### config.mk
export PLATFORM = sky130hd
export DESIGN_NAME = dpll_mode_ctrl
export DESIGN_NICKNAME = d
export VERILOG_FILES = /design/src/rtl/dpll_mode_ctrl.sv
export SDC_FILE = /design/constraint.sdc
export NUM_CORES = 1
export LEC_CHECK = 0
export ABC_AREA = 0
export BUFFER_PORTS_ARGS = -buffer_cell sky130_fd_sc_hd__buf_2
export CELL_PAD_IN_SITES_DETAIL_PLACEMENT = 0
export CELL_PAD_IN_SITES_GLOBAL_PLACEMENT = 1
export CORE_ASPECT_RATIO = 1.4
export CORE_MARGIN = 4
export CORE_UTILIZATION = 30
export DETAILED_ROUTE_END_ITERATION = 10
export PLACE_DENSITY = 0.5
export RECOVER_POWER = 100
export SYNTH_ARGS = -nofsm -noshare
export SYNTH_HDL_FRONTEND = slang
export SYNTH_SLANG_ARGS = --single-unit
### constraint.sdc
create_clock -name clk -period 6.6 [get_ports clk]
set_input_delay 1.32 -clock clk [delete_from_list [all_inputs] [get_ports clk]]
set_output_delay 1.32 -clock clk [all_outputs]
set_load 0.01 [all_outputs]
### src/rtl/dpll_mode_ctrl.sv
module dpll_mode_ctrl #(
  parameter int FW = 16,
  parameter int SAMPLE_TICKS = 1500000,
  parameter int SETTLE_CYCLES = 50000,
  parameter int RING_DEPTH = 4,
  parameter logic [FW-1:0] NOMINAL_WORD = {1'b1, {(FW-1){1'b0}}}
) (
  input  logic          clk,
  input  logic          rst_n,
  input  logic          ref_sel_i,
  input  logic          ref_valid_i,
  input  logic          freerun_req_i,
  input  logic          tie_en_req_i,
  input  logic [FW-1:0] loop_freq_i,
  output logic [1:0]    mode_o,
  output logic          ref_active_o,
  output logic          tie_en_o,
  output logic          holdover_o,
  output logic          freerun_o,
  output logic [FW-1:0] freq_word_o
);
  localparam int TW = (SAMPLE_TICKS > 1) ? $clog2(SAMPLE_TICKS) : 1;
  localparam int QW = (SETTLE_CYCLES > 1) ? $clog2(SETTLE_CYCLES) : 1;
  localparam int PW = $clog2(RING_DEPTH);

  typedef enum logic [1:0] {M_NORM = 2'd0, M_SHORT = 2'd1, M_HOLD = 2'd2, M_FREE = 2'd3} mode_t;

  mode_t         mode;
  logic          sel_q;
  logic [TW-1:0] tick_cnt;
  logic [QW-1:0] quiet_cnt;
  logic [PW-1:0] wptr;
  logic [FW-1:0] ring [RING_DEPTH];
  logic [FW-1:0] held;

  wire sel_event   = ref_sel_i ^ sel_q;
  wire tick_last   = (tick_cnt == TW'(SAMPLE_TICKS - 1));
  wire quiet_last  = (quiet_cnt == QW'(SETTLE_CYCLES - 1));
  wire [FW-1:0] aged_sample = ring[wptr - PW'(2)];

  always_ff @(posedge clk) sel_q <= ref_sel_i;

  always_ff @(posedge clk or negedge rst_n) begin
    if (!rst_n) begin
      tick_cnt <= '0;
      wptr     <= '0;
      for (int i = 0; i < RING_DEPTH; i++) ring[i] <= '0;
    end else begin
      tick_cnt <= tick_last ? '0 : tick_cnt + 1'b1;
      if (tick_last && mode == M_NORM) begin
        ring[wptr] <= loop_freq_i;
        wptr       <= wptr + 1'b1;
      end
    end
  end

  always_ff @(posedge clk or negedge rst_n) begin
    if (!rst_n) begin
      mode         <= M_NORM;
      ref_active_o <= 1'b0;
      tie_en_o     <= 1'b0;
      held         <= '0;
      quiet_cnt    <= '0;
    end else if (freerun_req_i) begin
      mode <= M_FREE;
    end else begin
      unique case (mode)
        M_FREE: mode <= M_NORM;
        M_NORM: begin
          if (!ref_valid_i) begin
            mode <= M_HOLD;
            held <= aged_sample;
          end else if (sel_event) begin
            mode      <= M_SHORT;
            held      <= aged_sample;
            tie_en_o  <= 1'b0;
            quiet_cnt <= '0;
          end
        end
        M_SHORT: begin
          if (!ref_valid_i) begin
            mode <= M_HOLD;
          end else if (sel_event) begin
            quiet_cnt <= '0;
          end else if (quiet_last) begin
            mode         <= M_NORM;
            ref_active_o <= ~ref_active_o;
            tie_en_o     <= tie_en_req_i;
          end else begin
            quiet_cnt <= quiet_cnt + 1'b1;
          end
        end
        M_HOLD: if (ref_valid_i) mode <= M_NORM;
        default: mode <= M_NORM;
      endcase
    end
  end

  assign mode_o      = mode;
  assign holdover_o  = (mode == M_HOLD);
  assign freerun_o   = (mode == M_FREE);
  assign freq_word_o = (mode == M_NORM) ? loop_freq_i :
                       (mode == M_FREE) ? NOMINAL_WORD : held;
endmodule

==> reports/qor.txt, run 1 <==
Synth Warn #: 0
Die area: 22300 um2
Synth Instances: 485
Final hold slack: 0.468 ns
Slowest-stage cell, CP: clkbuf_1
Clock sinks: 124
Port Buffers: 43
Routed wire length: 14300 um
# H-tree levels: 4
Detailed Route Iter0 Violations: 221
# nets final: 561
Slew margin rel.: -124%
Mean Syn Cell Area: 12.4 um2
Max cap viols: 2
Number of global-route vias before repair: 4415
Worst vdd ir: 153 uV
Initial core utilization: 30.8%
Syn-to-layout area delta: 16.0%
DR vias/cell: 5.00
Post-synthesis mux area share: 23.7%
Critical path cell sequence: clkbuf_1 > buf_4
Most common cell after layout, fill and taps aside: dfrtp_1
Postcts setup bufs: 0
Num ports: 44
Status: finished with violations
Skew-Pair Late Insertion Delay: 0.41 ns
Worst path max stage delay: 2.33 ns
Crit Path Class: primary input to asynchronous set/reset pin
Layout cells sized above 1: 27.9%
DRT antenna net count: 0
Post-synthesis adder-cell area fraction: 1.25%
P_leak: 2.88 nW
CTS tree: done
Inserted Clock Buffers: 17
Min-delay worst type: register to register
Cells on worst reg2reg path: 6
Rows: 60
Die W: 127 um
Crit path DAT: 4.70 ns
Root Buffer: clkbuf_16
First-pass DRT Iterations: 4
Fillcell total: 1919
Clock Tree Buf Depth: 2
Final Util: 35.8%
Post-synthesis xor/xnor area fraction: 2.92%
Most frequent cells in the layout: dfrtp_1 (123), mux2_2 (81), nand2_1 (42)
Largest family of logic cells by synthesized area: multiplexers
Worst-Margin Slew: 3.36 ns
Routability Congestion: 0.782
Critical Path Stages: 2
Fin cells: 794
Post-synth EDFFs: 0
Grt ovf: 0
Critical Path Fanout Max: 63
WL per Instance: 18.1 um
Buf+Inv Stages, Crit Path: 2
Synth Register Bits: 124
Failing checks: capacitance limit, slew limit
DIE HEIGHT: 175 um
Post_cts resized: 0
Hpwl dp: 9310 um
Compound-gate portion of the synthesized area: 6.18%
Worst path required time: 7.02 ns
Multi-input gate area: 2740 um2
Initial antenna violation count: 1
Total GRT Usage: 13.7%
Dpl cells: 762
Period utilisation layout: 64.7%
Seq/Total Area, Yosys: 51.7%
Synth Flop Type: dfrtp_1
Synth Net Count: 513
Clock Skew: 0.00682 ns
DRC viols: 0
Hold_buf cts: 0
Clk pin slew, worst setup/hold paths: 0.05 ns
Min-Delay Path Depth: 1
Core area: 19400 um2
Reg area: 3100 um2
Worst path top cell family by delay: buffers and inverters
Crit path launch type: primary input
Global-route wire length before repair: 23900 um
Fraction of registers with async set/reset: 99.2%
Max Clock Freq: 234 MHz
Synth Area in Simple Gates: 11.9%
Synth unique cells: 47
Via count: 3971
Unrepaired setup endpoints after global routing: no
Final setup vio count: 0
Final Hold Viols: 0
Largest net degree at the start of global routing: 64
Min Clock Period, post-route: 4.27 ns
Max-slew violations: 88
Power density cells: 276 nW/um2
Worst setup EP type: asynchronous set/reset pin
Setup TNS Final: 0 ns
Syn Std Cell Area: 5990 um2
==> per-stage QoR <==
stage          worst slack, ns  power [mW]  instance area [um2]
2_1_floorplan             3.39       0.967                 5990
3_5_place_dp              2.98        1.05                 6470
3_3_place_gp              3.05        1.04                 6470
6_report                  2.33        1.92                 6950
4_1_cts                   3.06        1.96                 7030
5_1_grt                   1.51        2.02                 6950
==> synthesized netlist by cell type (5+ instances only) <==
cell type | n | share of area [%]
nand2_1 | 42 | 2.6
nand3_1 | 17 | 1.4
mux4_2 | 16 | 6.0
nor2b_1 | 5 | 0.52
o21ai_0 | 28 | 2.3
a31oi_1 | 11 | 1.1
xnor2_1 | 11 | 1.6
xor2_1 | 9 | 1.3
clkbuf_1 | 10 | 0.63
nor3_1 | 5 | 0.42
a21oi_1 | 7 | 0.58
nand4_1 | 8 | 0.84
nor2_1 | 28 | 1.8
mux2i_1 | 15 | 2.5
mux2_2 | 81 | 15
inv_1 | 7 | 0.44
ha_1 | 6 | 1.3
dfrtp_1 | 123 | 51
==> path summary, 6_finish.rpt <==
path	start	end	slack [ns]
setup / recovery	rst_n	held[14]	2.33
hold / removal	ref_active_o	ref_active_o	0.47
setup reg to reg	tick_cnt[0]	ring[58]	2.76
hold reg to reg	ref_active_o	ref_active_o	0.47
max in group clk	mode_o[1]	freq_word_o[6]	2.38
min in group asynchronous	rst_n	held[4]	2.04
==> final cells by class <==
class | instances | share of cell area (%)
Antenna cell | 1 | 0.0360
Tap cell | 248 | 4.46
Timing Repair Buffer | 49 | 3.13
Clock inverter | 8 | 1.33
Clock buffer | 23 | 6.73
Sequential cell | 124 | 44.6
Inverter | 7 | 0.378
Multi-Input combinational cell | 334 | 39.4
==> sequential cells by signal, indices dropped and copies added (netlist names) <==
signal and cells:
held 16, mode_o 2, quiet_cnt 16, ref_active_o 1, ring 64, sel_q 1
tick_cnt 21, tie_en_o 1, wptr 2
==> cell families (layout without fill, tap and decap cells) <==
| family | after synthesis | after routing |
|---|---|---|
| flops | 124 | 124 |
| buf+inv | 27 | 87 |
| simple gates | 135 | 135 |
| other cells | 0 | 1 |
| mux | 112 | 112 |
| xor+xnor | 20 | 20 |
| fa+ha+maj | 6 | 6 |
| compound gates | 61 | 61 |
==> power breakdown <==
group	internal [mW]	total (mW)	switching [mW]
Sequential	0.815	0.852	0.0367
Clock	0.570	0.893	0.323
Combinational	0.0802	0.175	0.0949
==> metal layers <==
| layer | GRT usage [%] | vias to the layer above | wire length, um |
|---|---|---|---|
| li1 | - | 1869 | - |
| met1 | 16.7 | 2027 | 6330 |
| met2 | 23.3 | 63 | 7330 |
| met3 | 3.82 | 12 | 456 |
| met4 | 4.47 | 0 | 228 |
| met5 | 0 | - | 0 |
Power figures use the tool's default switching activity.
==> inputs of run 2 (changes only) <==
--- a/config.mk
+++ b/config.mk
@@ -5,7 +5,7 @@
 export SDC_FILE = /design/constraint.sdc
 export NUM_CORES = 1
 export LEC_CHECK = 0
-export ABC_AREA = 0
+export ABC_AREA = 1
 export BUFFER_PORTS_ARGS = -buffer_cell sky130_fd_sc_hd__buf_2
 export CELL_PAD_IN_SITES_DETAIL_PLACEMENT = 0
 export CELL_PAD_IN_SITES_GLOBAL_PLACEMENT = 1
@@ -13,7 +13,7 @@
 export CORE_MARGIN = 4
 export CORE_UTILIZATION = 30
 export DETAILED_ROUTE_END_ITERATION = 10
-export PLACE_DENSITY = 0.5
+export PLACE_DENSITY = 0.56
 export RECOVER_POWER = 100
 export SYNTH_ARGS = -nofsm -noshare
 export SYNTH_HDL_FRONTEND = slang
==> constraint.sdc (replaced) <==
create_clock -name clk -period 3.45 [get_ports clk]
set_input_delay 0.69 -clock clk [delete_from_list [all_inputs] [get_ports clk]]
set_output_delay 0.69 -clock clk [all_outputs]
set_load 0.01 [all_outputs]
==> reports/qor.txt, run 2 <==
Critical Path Fanout Max: 45 (-29%)
P_leak: 3.40 nW (+18%)
Hold Path Origin: ref_sel_i
Die area: 24900 um2 (+11%)
Cell-internal power: 2.69 mW (+84%)
Routability Congestion: 0.812 (+3.9%)
Cells on worst reg2reg path: 8 (+2)
Status: finished with violations
Seq/Total Area, Yosys: 46.1% (-5.6 points)
Commonest cells post-synth: nand2_1 (283), dfrtp_1 (123), nor2_1 (99)
Critical path cell sequence: ha_1 > nand2_1 > nor2_1 > nand3_1 > clkinv_4 > nand3_1 > nand2_1 > nand2_1
Inserted Clock Buffers: 17 (unchanged)
Power density cells: 486 nW/um2 (+76%)
Synth Register Bits: 124 (unchanged)
Top flop regs: ring x64, tick_cnt x21
Skew-Pair Late Insertion Delay: 0.43 ns (+0.02 ns)
Final Hold Viols: 0 (unchanged)
Top reg by flops: ring
Most frequent cells in the layout: nand2_1 (284), dfrtp_1 (123), nor2_1 (101)
Root Buffer: clkbuf_16
Synth Warn #: 0 (unchanged)
DRC viols: 0 (unchanged)
Buf+Inv Stages, Crit Path: 1 (-1)
Post-synth EDFFs: 0 (unchanged)
Reg2Reg Setup Slack: 0.66 ns (-2.10 ns)
Largest net degree at the start of global routing: 87 (+36%)
Synth unique cells: 36 (-23%)
Hold_buf cts: 0 (unchanged)
Failing checks: capacitance limit, slew limit
Layout cells sized above 1: 8.21% (-20 points)
Crit path DAT: 3.11 ns (-1.59 ns)
Rows: 64 (+6.7%)
# nets final: 953 (+70%)
Synth Area in Simple Gates: 34.1% (+22 points)
Initial antenna violation count: 0 (-1)
Worst R2R End: ring[18]
Slowest-stage cell, CP: nand3_1
Post-synthesis mux area share: 0% (-24 points)
Crit Path Class: register to register
Max cap viols: 1 (-1)
Postcts setup bufs: 0 (unchanged)
Crit path launch type: register
Worst vdd ir: 342 uV (+120%)
Unrepaired setup endpoints after global routing: no
Mean Syn Cell Area: 7.54 um2 (-39%)
Gate power share: 9.5% (+0.4 points)
DR vias/cell: 4.79 (-4.2%)
Worst setup EP type: register
Number of global-route vias before repair: 6011 (+36%)
P_sw: 1.03 mW (+130%)
Via count: 5915 (+49%)
Slew margin rel.: -33.8% (+91 points)
Synth Instances: 891 (+84%)
Most common cell after layout, fill and taps aside: nand2_1
Min-Delay Path Depth: 1 (unchanged)
Max-slew violations: 74 (-16%)
Grt ovf: 0 (unchanged)
Diode count: 0 (-1)
Post-synthesis xor/xnor area fraction: 1.69% (-1.2 points)
CTS tree: done
DP Area: 7200 um2 (+11%)
Worst path max stage delay: 0.69 ns (-1.64 ns)
Max Clock Freq: 358 MHz
Final hold slack: 0.400 ns (-0.0680 ns)
DRT antenna net count: 0 (unchanged)
Final setup vio count: 0 (unchanged)
Syn-to-layout area delta: 14.2%
Post_cts resized: 0 (unchanged)
Period utilisation layout: 81.0%
Hpwl dp: 12400 um (+33%)
Setup TNS Final: 0 ns (unchanged)
Core area: 21900 um2 (+13%)
Worst path required time: 3.76 ns (-3.26 ns)
Num ports: 44 (unchanged)
Clk pwr share: 48.8% (+2.3 points)
Port Buffers: 43 (unchanged)
Routed wire length: 19700 um (+38%)
WL per Instance: 16.0 um (-12%)
Worst-Margin Slew: 2.01 ns (-1.36 ns)
Clock Tree Buf Depth: 2 (unchanged)
DIE HEIGHT: 185 um (+5.6%)
Clock Skew: 0.0114 ns (+0.00454 ns)
Initial core utilization: 30.6% (-0.21 points)
Clk pin slew, worst setup/hold paths: 0.06 ns (about the same)
Synth Flop Type: dfrtp_1
Global-route wire length before repair: 32700 um (+37%)
Fraction of registers with async set/reset: 99.2% (unchanged)
Largest area contributor in the netlist: dfrtp_1
Syn Std Cell Area: 6720 um2 (+12%)
Share of the synthesized area in the top cell type: 45.8% (-5.5 points)
Switching Fraction: 27.7% (+4.0 points)
Min Clock Period, post-route: 2.79 ns
Largest family of logic cells by synthesized area: simple AND/OR/NAND/NOR gates
Detailed Route Iter0 Violations: 413 (+87%)
Synth Net Count: 919 (+79%)
Final design instance area without fill: 7670 um2 (+10%)
# H-tree levels: 4 (unchanged)
Hold path endpoint: sel_q
Total GRT Usage: 16.8% (+3.1 points)
Count leader, synth: nand2_1
Worst r2r src: tick_cnt[0]
Clock sinks: 124 (unchanged)
Worst path top cell family by delay: simple AND/OR/NAND/NOR gates
Top area cells in the synthesized netlist: dfrtp_1 (46%), nand2_1 (16%), nand4_1 (6.8%)
Min-delay worst type: primary input to register
Post-synthesis adder-cell area fraction: 1.12% (-0.14 points)
First-pass DRT Iterations: 5 (+1)
Critical Path Most Common Cell: nand2_1
Max reg flops: 64 (unchanged)
Compound-gate portion of the synthesized area: 8.70% (+2.5 points)
Sequential power share: 41.6% (-2.8 points)
Die W: 134 um (+5.5%)
run 2: how the worst max path moves through the flow:
stage / from / endpoint / cells after the start
floorplan: mode_o[0] / freq_word_o[10] / 6
global placement: ref_sel_i / quiet_cnt[11] / 10
detailed placement: ref_sel_i / quiet_cnt[11] / 10
CTS: mode_o[0] / freq_word_o[15] / 6
global route: tick_cnt[0] / ring[37] / 8
finish: tick_cnt[0] / ring[18] / 8
run 2: routing by layer:
metal / part of all wire, % / GRT usage (%)
met5: 0 / 0
met4: 1.2 / 5.34
met3: 3.2 / 2.66
met2: 50 / 28.7
met1: 46 / 21.9
run 2: layout make-up:
| class | count | area (um2) |
|---|---|---|
| fillers | 2398 | 14300 |
| clock inverters | 15 | 164 |
| clock buffers | 17 | 425 |
| flip-flops and latches | 124 | 3100 |
| multi-input cells | 642 | 3010 |
| repair buffers | 58 | 292 |
| well taps | 297 | 372 |
| inverters | 82 | 313 |
run 2: kinds of logic after synthesis:
logic type               count (synthesis)
AO/OA/AOI/OAI                          110
buffers and inverters                  125
AND/OR/NAND/NOR                        513
adder cells (fa/ha/maj)                  6
flip-flops                             124
XOR/XNOR                                13
run 2: through the flow:
step	utilization [%]	total power, mW	setup slack, ns	std cells
2_1_floorplan	-	1.79	1.24	891
3_3_place_gp	32.8	1.97	1.20	1203
3_5_place_dp	32.8	1.97	1.16	1203
4_1_cts	35.5	3.81	0.721	1235
5_1_grt	35.0	3.90	0.352	1235
6_report	35.0	3.73	0.655	1235
run 2: power by group through the flow:
stage	Sequential, mW	Clock (mW)	Combinational, mW
floorplan	1.57	0	0.212
global placement	1.58	0	0.391
detailed placement	1.58	0	0.391
CTS	1.55	1.87	0.392
global route	1.56	1.93	0.413
finish	1.55	1.82	0.356
run 2: worst register-to-register path, stage by stage (launching register included):
cell and delay, ns:
dfrtp_1 0.41, ha_1 0.20, nand2_1 0.10, nor2_1 0.25, nand3_1 0.32, clkinv_4 0.38
nand3_1 0.71, nand2_1 0.24, nand2_1 0.07
==> inputs of run 3 (changes only) <==
--- a/config.mk
+++ b/config.mk
@@ -5,7 +5,7 @@
 export SDC_FILE = /design/constraint.sdc
 export NUM_CORES = 1
 export LEC_CHECK = 0
-export ABC_AREA = 1
+export ABC_AREA = 0
 export BUFFER_PORTS_ARGS = -buffer_cell sky130_fd_sc_hd__buf_2
 export CELL_PAD_IN_SITES_DETAIL_PLACEMENT = 0
 export CELL_PAD_IN_SITES_GLOBAL_PLACEMENT = 1
@@ -13,7 +13,7 @@
 export CORE_MARGIN = 4
 export CORE_UTILIZATION = 30
 export DETAILED_ROUTE_END_ITERATION = 10
-export PLACE_DENSITY = 0.56
+export PLACE_DENSITY = 0.5
 export RECOVER_POWER = 100
 export SYNTH_ARGS = -nofsm -noshare
 export SYNTH_HDL_FRONTEND = slang
==> constraint.sdc (replaced) <==
create_clock -name clk -period 2.9 [get_ports clk]
set_input_delay 0.58 -clock clk [delete_from_list [all_inputs] [get_ports clk]]
set_output_delay 0.58 -clock clk [all_outputs]
set_load 0.01 [all_outputs]
==> reports/qor.txt, run 3 (synthesized netlist as in run 1, its figures left out) <==
Layout cells sized above 1: 31.4% (+23 points)
Final setup vio count: 0 (unchanged)
P_leak: 2.98 nW (-12%)
Routability Congestion: 0.775 (-4.6%)
Unrepaired setup endpoints after global routing: no
P_sw: 1.10 mW (+6.7%)
Worst vdd ir: 337 uV (-1.4%)
Top flop regs: ring x64, tick_cnt x21
WL per Instance: 17.9 um (+12%)
Clock Tree Buf Depth: 2 (unchanged)
Most frequent cells in the layout: dfrtp_1 (123), mux2_2 (81), nand2_1 (42)
Detailed Route Iter0 Violations: 215 (-48%)
Total GRT Usage: 14.0% (-2.9 points)
Clk pin slew, worst setup/hold paths: 0.06 ns (about the same)
Global-route wire length before repair: 24200 um (-26%)
DR vias/cell: 5.01 (+4.7%)
Switching Fraction: 24.4% (-3.3 points)
Fillcell total: 1914 (-20%)
Clock sinks: 124 (unchanged)
Core area: 19400 um2 (-11%)
Syn-to-layout area delta: 19.0%
Hold_buf cts: 0 (unchanged)
Post_cts resized: 0 (unchanged)
Worst Setup EP: freq_word_o[3]
Status: finished with violations
Setup TNS Final: 0 ns (unchanged)
Die W: 127 um (-5.2%)
Max reg flops: 64 (unchanged)
Multi-input gate area: 2750 um2 (-8.7%)
Max cap viols: 1 (unchanged)
# nets final: 578 (-39%)
Skew-Pair Late Insertion Delay: 0.41 ns (-0.02 ns)
Postcts setup bufs: 0 (unchanged)
Port Buffers: 43 (unchanged)
DRC viols: 0 (unchanged)
Rows: 60 (-6.3%)
Grt ovf: 0 (unchanged)
# H-tree levels: 4 (unchanged)
Gate power share: 8.8% (-0.7 points)
Routed wire length: 14500 um (-26%)
Crit path launch type: register
Inserted Clock Buffers: 17 (unchanged)
Critical Path Fanout Max: 13 (-71%)
Cell-internal power: 3.41 mW (+27%)
Via count: 4071 (-31%)
Failing checks: capacitance limit, slew limit
Post-placement setup slack: 0.509 ns (-0.654 ns)
Initial antenna violation count: 1 (+1)
Sequential power share: 43.0% (+1.4 points)
Worst-Margin Slew: 1.63 ns (-0.376 ns)
DIE HEIGHT: 175 um (-5.3%)
Reg2Reg Setup Slack: 0.41 ns (-0.25 ns)
Top reg by flops: ring
Worst R2R End: ring[23]
Final hold slack: 0.351 ns (-0.0487 ns)
Root Buffer: clkbuf_16
Die area: 22300 um2 (-10%)
Worst path required time: 2.32 ns (-1.44 ns)
Final Hold Viols: 0 (unchanged)
Final WS setup: 0.310 ns (-0.345 ns)
Max Clock Freq: 386 MHz
Hpwl dp: 9940 um (-20%)
Cells on worst reg2reg path: 6 (-2)
Largest net degree at the start of global routing: 62 (-29%)
Crit Path Class: register to output pin
First-pass DRT Iterations: 4 (-1)
Power density cells: 633 nW/um2 (+30%)
DRT antenna net count: 0 (unchanged)
Reg area: 3100 um2 (unchanged)
CTS tree: done
Min-delay worst type: primary input to register
Final Util: 36.7% (+1.7 points)
Max-slew violations: 62 (-16%)
Min Clock Period, post-route: 2.59 ns
Clock Skew: 0.00543 ns (-0.00593 ns)
Num ports: 44 (unchanged)
Worst r2r src: tick_cnt[0]
Slew margin rel.: -8.72% (+25 points)
Most common cell after layout, fill and taps aside: dfrtp_1
Period utilisation layout: 89.3%
Crit path DAT: 2.01 ns (-1.10 ns)
Worst setup EP type: output pin
Initial core utilization: 30.8% (+0.21 points)
Clk pwr share: 48.1% (-0.7 points)
Worst Setup SP: mode_o[1]
Number of global-route vias before repair: 4503 (-25%)
==> run 3: cell types whose count changed in the layout (fill, tap and decap cells not counted), sizes merged, moves of 10 or more <==
cell,delta
a31oi,+10
o21ai,-45
nand2,-246
inv,-77
mux4,+16
nor2,-74
nand4,-65
nand3,-13
mux2,+81
o22ai,-16
mux2i,+15
==> run 3: final cells by class <==
class	instances	area share [%]
Clock inverter	14	2.40
Inverter	7	0.368
Clock buffer	18	6.16
Antenna cell	1	0.0351
Timing Repair Buffer	66	4.72
Multi-Input combinational cell	334	38.5
Sequential cell	124	43.4
Tap cell	248	4.35
==> run 3: worst max-delay path, cell delays in order (launching register included) <==
cell	delay, ns
dfrtp_1	0.42
clkbuf_2	0.32
nor2b_1	0.23
buf_4	0.24
nand2_1	0.07
o21ai_0	0.11
buf_2	0.19
==> run 3: worst min-delay path by stage <==
stage / from / end / depth (start not counted)
2_1_floorplan: rst_n / held[0] / 0
3_3_place_gp: ref_active_o / ref_active_o / 1
3_5_place_dp: ref_active_o / ref_active_o / 1
4_1_cts: ref_sel_i / sel_q / 1
5_1_grt: ref_sel_i / sel_q / 1
6_report: ref_sel_i / sel_q / 1
==> run 3: metrics by stage <==
step                      power (mW)  cells  instance area (um2)
after CTS                       4.62    811                 7230
after global placement          2.38    779                 6620
after global routing            4.73    812                 7130
after detailed placement        2.40    779                 6620
final                           4.51    812                 7130
after floorplan                 2.20    485                 5990
==> run 3: power groups by stage <==
| stage | Combinational [mW] | Clock, mW | Sequential, mW |
|---|---|---|---|
| 2_1_floorplan | 0.255 | 0 | 1.94 |
| 3_3_place_gp | 0.418 | 0 | 1.97 |
| 3_5_place_dp | 0.429 | 0 | 1.97 |
| 4_1_cts | 0.431 | 2.24 | 1.94 |
| 5_1_grt | 0.456 | 2.31 | 1.96 |
| 6_report | 0.399 | 2.17 | 1.94 |
==> run 3: layer usage <==
metal  GRT usage [%]  up-vias  wire [um]  part of all wire [%]
met1            16.5     2071       6190                    43
met3            3.27       15        423                   2.9
met4            5.32        0        268                   1.8
li1                -     1924          -                     -
met2            24.4       61       7660                    53
met5               0        -          0                     0
